**src/rtl/bitslice_reduce_pkg.sv**
```systemverilog
// Shared types for the bit-sliced row reducer.
package bitslice_reduce_pkg;

    // Framing flags that travel with a step through the pipeline.
    typedef struct packed {
        logic valid;
        logic first;
        logic last;
    } step_tag_t;

endpackage

```
**src/rtl/slice_combiner.sv**
```systemverilog
// Stage 1 of the reducer: weights each slice code by its cell bit position
// and registers the slice sum together with the step framing flags.
// Assumes unsigned codes and SUM_W >= CODE_W + SLICES*CELL_BITS.
module slice_combiner
    import bitslice_reduce_pkg::*;
#(
    parameter int SLICES    = 8,
    parameter int CELL_BITS = 2,
    parameter int CODE_W    = 10,
    parameter int SUM_W     = CODE_W + SLICES * CELL_BITS
) (
    input  logic                     clk,
    input  logic                     rst_n,
    input  step_tag_t                in_tag,
    input  logic [SLICES*CODE_W-1:0] codes,
    output step_tag_t                out_tag,
    output logic [SUM_W-1:0]         out_sum
);

    localparam int PAD_W = SUM_W - CODE_W;

    logic [SUM_W-1:0] weighted [SLICES];
    logic [SUM_W-1:0] total;

    // One shifter per slice, shift set by the slice's bit position.
    for (genvar g = 0; g < SLICES; g++) begin : g_slice
        assign weighted[g] = {{PAD_W{1'b0}}, codes[g*CODE_W +: CODE_W]} << (g * CELL_BITS);
    end

    // Adds the weighted slices.
    always_comb begin
        total = '0;
        for (int k = 0; k < SLICES; k++) begin
            total = total + weighted[k];
        end
    end

    // Registers the slice sum and its flags.
    always_ff @(posedge clk) begin
        if (!rst_n) begin
            out_tag <= '0;
            out_sum <= '0;
        end else begin
            out_tag <= in_tag;
            out_sum <= total;
        end
    end

endmodule

```
**src/rtl/step_accumulator.sv**
```systemverilog
// Stage 2 of the reducer: folds slice sums across input steps, most
// significant step first, and frames the result with a one-cycle strobe.
// Assumes a row has at most as many steps as ACC_W was sized for.
module step_accumulator
    import bitslice_reduce_pkg::*;
#(
    parameter int SUM_W     = 26,
    parameter int ACC_W     = 42,
    parameter int STEP_BITS = 1
) (
    input  logic             clk,
    input  logic             rst_n,
    input  step_tag_t        tag,
    input  logic [SUM_W-1:0] sum,
    output logic [ACC_W-1:0] acc_q,
    output logic [ACC_W-1:0] result,
    output logic             result_valid
);

    localparam int PAD_W = ACC_W - SUM_W;

    logic [ACC_W-1:0] base;
    logic [ACC_W-1:0] acc_next;

    // Next accumulator value: restart on a first step, else shift and add.
    always_comb begin
        base     = tag.first ? '0 : acc_q;
        acc_next = (base << STEP_BITS) + {{PAD_W{1'b0}}, sum};
    end

    // Updates the accumulator on valid steps and publishes closed rows.
    always_ff @(posedge clk) begin
        if (!rst_n) begin
            acc_q        <= '0;
            result       <= '0;
            result_valid <= 1'b0;
        end else begin
            result_valid <= tag.valid && tag.last;
            if (tag.valid) begin
                acc_q <= acc_next;
            end
            if (tag.valid && tag.last) begin
                result <= acc_next;
            end
        end
    end

endmodule

```
**src/rtl/bitslice_reduce.sv**
```systemverilog
// Top of the bit-sliced row reducer: slice weighting stage followed by the
// step accumulator. Two edges from a sampled closing step to its strobe.
// Assumes CELL_BITS within 1..5 and at most STEPS steps per row.
module bitslice_reduce
    import bitslice_reduce_pkg::*;
#(
    parameter  int SLICES    = 8,
    parameter  int CELL_BITS = 2,
    parameter  int CODE_W    = 10,
    parameter  int STEP_BITS = 1,
    parameter  int STEPS     = 16,
    localparam int SUM_W     = CODE_W + SLICES * CELL_BITS,
    localparam int ACC_W     = SUM_W + STEPS * STEP_BITS
) (
    input  logic                     clk,
    input  logic                     rst_n,
    input  logic                     step_valid,
    input  logic                     step_first,
    input  logic                     step_last,
    input  logic [SLICES*CODE_W-1:0] slice_codes,
    output logic [ACC_W-1:0]         row_sum,
    output logic                     row_valid
);

    step_tag_t        in_tag;
    step_tag_t        s1_tag;
    logic [SUM_W-1:0] s1_sum;
    logic [ACC_W-1:0] acc_q;

    // Packs the framing inputs.
    assign in_tag = '{valid: step_valid, first: step_first, last: step_last};

    slice_combiner #(
        .SLICES   (SLICES),
        .CELL_BITS(CELL_BITS),
        .CODE_W   (CODE_W),
        .SUM_W    (SUM_W)
    ) u_comb (
        .clk    (clk),
        .rst_n  (rst_n),
        .in_tag (in_tag),
        .codes  (slice_codes),
        .out_tag(s1_tag),
        .out_sum(s1_sum)
    );

    step_accumulator #(
        .SUM_W    (SUM_W),
        .ACC_W    (ACC_W),
        .STEP_BITS(STEP_BITS)
    ) u_acc (
        .clk         (clk),
        .rst_n       (rst_n),
        .tag         (s1_tag),
        .sum         (s1_sum),
        .acc_q       (acc_q),
        .result      (row_sum),
        .result_valid(row_valid)
    );

endmodule

```
**config.mk**
```make
export PLATFORM = sky130hd
export DESIGN_NAME = bitslice_reduce
export DESIGN_NICKNAME = d
export VERILOG_FILES = /design/src/rtl/bitslice_reduce_pkg.sv /design/src/rtl/slice_combiner.sv /design/src/rtl/step_accumulator.sv /design/src/rtl/bitslice_reduce.sv
export SDC_FILE = /design/constraint.sdc
export NUM_CORES = 1
export LEC_CHECK = 0
export BUFFER_PORTS_ARGS = -buffer_cell sky130_fd_sc_hd__buf_4
export CORE_ASPECT_RATIO = 1.1
export CORE_MARGIN = 1
export CORE_UTILIZATION = 60
export DETAILED_ROUTE_END_ITERATION = 7
export PLACE_DENSITY = 0.84
export SETUP_SLACK_MARGIN = 0.15
export SYNTH_ARGS = -nofsm -noshare
export SYNTH_HDL_FRONTEND = slang
export SYNTH_HIERARCHICAL = 1
export SYNTH_SLANG_ARGS = --single-unit
export TNS_END_PERCENT = 10
```
**constraint.sdc**
```tcl
create_clock -name clk -period 13.26 [get_ports clk]
set_input_delay 3.315 -clock clk [delete_from_list [all_inputs] [get_ports clk]]
set_output_delay 3.315 -clock clk [all_outputs]
set_load 0.03 [all_outputs]
```
==> results.md <==
* Status: complete, no violations
* Final Skew at 0.00872 ns
* Most common cell after layout, fill and taps aside: buf_4
* Fin crit share at between 60% and 70%
* Overflow after GRT at 0
* Fin crit period at approximately 8.4 ns
* Worst skew pair latency at 0.35 ns
* Global-route wire length before repair at 29,000 um
* Crit path required time at 13.50 ns
* Resize count post-CTS at 0
* CTS Hold Buffers Added at 0
* WHS Endpoint: u_acc/result[20]
* Ant. Diodes at 0
* Most frequent cells in the layout: 129 x buf_4, 110 x dfxtp_1, 101 x nand2_1
* Post-DP HPWL at approximately 14,000 um
* Std cell rows at 44
* Final Max Slew Viols at 0
* Tightest Hold Check Type: reg -> reg
* Reg2reg end: u_acc/acc_q[31]
* Ports at approximately 130
* Num CTS Buffers at 9
* Hold WS at between 0.4 and 0.5 ns
* Leak Pwr at 4.35 nW
* Die area at approximately 0.014 mm^2
* GP Congestion at around 0.9
* Final core utilization at between 70% and 80%
* Area of the core at 0.0132 mm^2
* HP Start: u_acc/result[20]
* Maximum VDD drop at ~0.000087 V
* Final WL at between 15,000 and 20,000 um
* Worst R2R Path Depth at 11
* Fmax achieved at between 100 and 150 MHz
* Crit path DAT at 8.63 ns
* Worst-Margin Slew at 1.09 ns
* H-tree Lvls at 3
* Worst-path fanout max at 6
* P per Cell Area at approximately 140 mW/mm^2
* Fillers at between 1,000 and 1,500
* CP endpoint kind: register
* Synth warnings at 6
* Final hold viol count at 0
* Mapped Area at between 0.008 and 0.009 mm^2
* Synthesis-to-layout area growth at 16.0%
* Final layout net count at ~1,200
* Initial antenna violation count at 0
* Vias post-DR at around 6,700
* IO Port Bufs at roughly 130
* Vias in the first global route at ~6,400
* Critical path launch point type: input pin
* DRT iter0 DRCs at roughly 340
* Reg2reg setup slack at ~9.5 ns
* Worst rel slew slack at a little over a quarter
* Cell count of the worst hold path at 2
* CTS Buffer Depth at 2
* Layout cells sized above 1 at 15.9%
* Max_cap viols at 0
* Vias/cell at around 5.6
* Wire per inst at 14.8 um
* Synthesized netlist net count at around 1,100
* # Post-CTS Setup Buffers at 0
* Starting Density at 61.2%
* Root buffer cell: clkbuf_16
* Final Setup Violations at 0
* Clk sinks at about 110
* DR pass1 iterations at 5
* Post-DRT Antenna Nets at 0
* Die Y at 124 um
* Setup TNS at 0 ns
* Largest net degree at the start of global routing at between 100 and 150
* Cells after Synth at around 930
* Die W at 112 um
* TritonCTS clock tree: done
* Crit path kind: in -> reg
* Global-route usage over all layers at around a quarter
* Syn_area_per_cell at about 8.7 um^2
* DRC violations left at 0
* Worst reg2reg startpoint: u_comb/out_tag[1]
* RSZ-0062 raised after global routing: no
* CTS clk-pin slew, worst paths at ~0.080 ns
area by class of cell:
type	count	area, um^2	share of cell area (%)
Multi-Input combinational cell	704	5380	57.6
Sequential cell	112	2240	24.0
Timing Repair Buffer	129	968	10.4
Inverter	74	278	2.97
Clock buffer	11	233	2.49
Tap cell	161	201	2.16
Clock inverter	5	40.0	0.428
registers in the layout (all words and copies together) (netlist names):
register / count
u_acc/acc_q: 41
u_acc/result: 42
u_acc/result_valid: 1
u_comb/out_sum: 25
u_comb/out_tag: 3
report_power, final:
group | switching, mW | internal (mW) | leakage, nW
Sequential | 0.0192 | 0.378 | 0.915
Combinational | 0.386 | 0.305 | 3.30
Clock | 0.122 | 0.129 | 0.134
Total | 0.527 | 0.813 | 4.35
critical path, cell delays in order:
cell and delay, ns:
buf_4 0.08, inv_1 0.05, fa_1 0.54, inv_1 0.06, fa_1 0.51, inv_1 0.05
fa_1 0.50, inv_1 0.05, ha_1 0.37, a21o_1 0.25, nand2_1 0.12, a41oi_2 0.13
a2111oi_2 0.43, o21bai_1 0.12, xor2_1 0.18, fa_1 0.44, ha_1 0.39, a21o_1 0.23
nor3_1 0.09, a2111oi_2 0.42, o21ai_0 0.12, and3b_1 0.17
per-layer routing:
metal / global-route usage [%] / up-vias / part of all wire, %
met5: 0 / - / 0
met4: 9.58 / 0 / 2.0
met3: 4.17 / 26 / 5.2
met2: 48.5 / 197 / 49
met1: 30.5 / 3135 / 44
li1: - / 3375 / -
worst max-delay path by stage:
stage | to | from | slack (ns) | cells after the start
after floorplan | u_comb/out_sum[23] | slice_codes[9] | 5.07 | 21
after global routing | u_comb/out_sum[23] | slice_codes[9] | 4.61 | 22
after CTS | u_comb/out_sum[23] | slice_codes[9] | 4.92 | 22
after detailed placement | u_comb/out_sum[23] | slice_codes[9] | 4.56 | 22
after global placement | u_comb/out_sum[23] | slice_codes[9] | 4.75 | 22
final | u_comb/out_sum[23] | slice_codes[9] | 4.87 | 22
stage by stage:
stage | std cells | worst slack [ns] | cell area, um^2 | power [mW]
after CTS | 1196 | 4.92 | 9340 | 1.35
after floorplan | 928 | 5.07 | 8060 | 0.940
after global placement | 1180 | 4.75 | 9070 | 1.07
final | 1196 | 4.87 | 9340 | 1.34
after global routing | 1196 | 4.61 | 9340 | 1.44
after detailed placement | 1180 | 4.56 | 9070 | 1.09
Power figures use the tool's default switching activity.
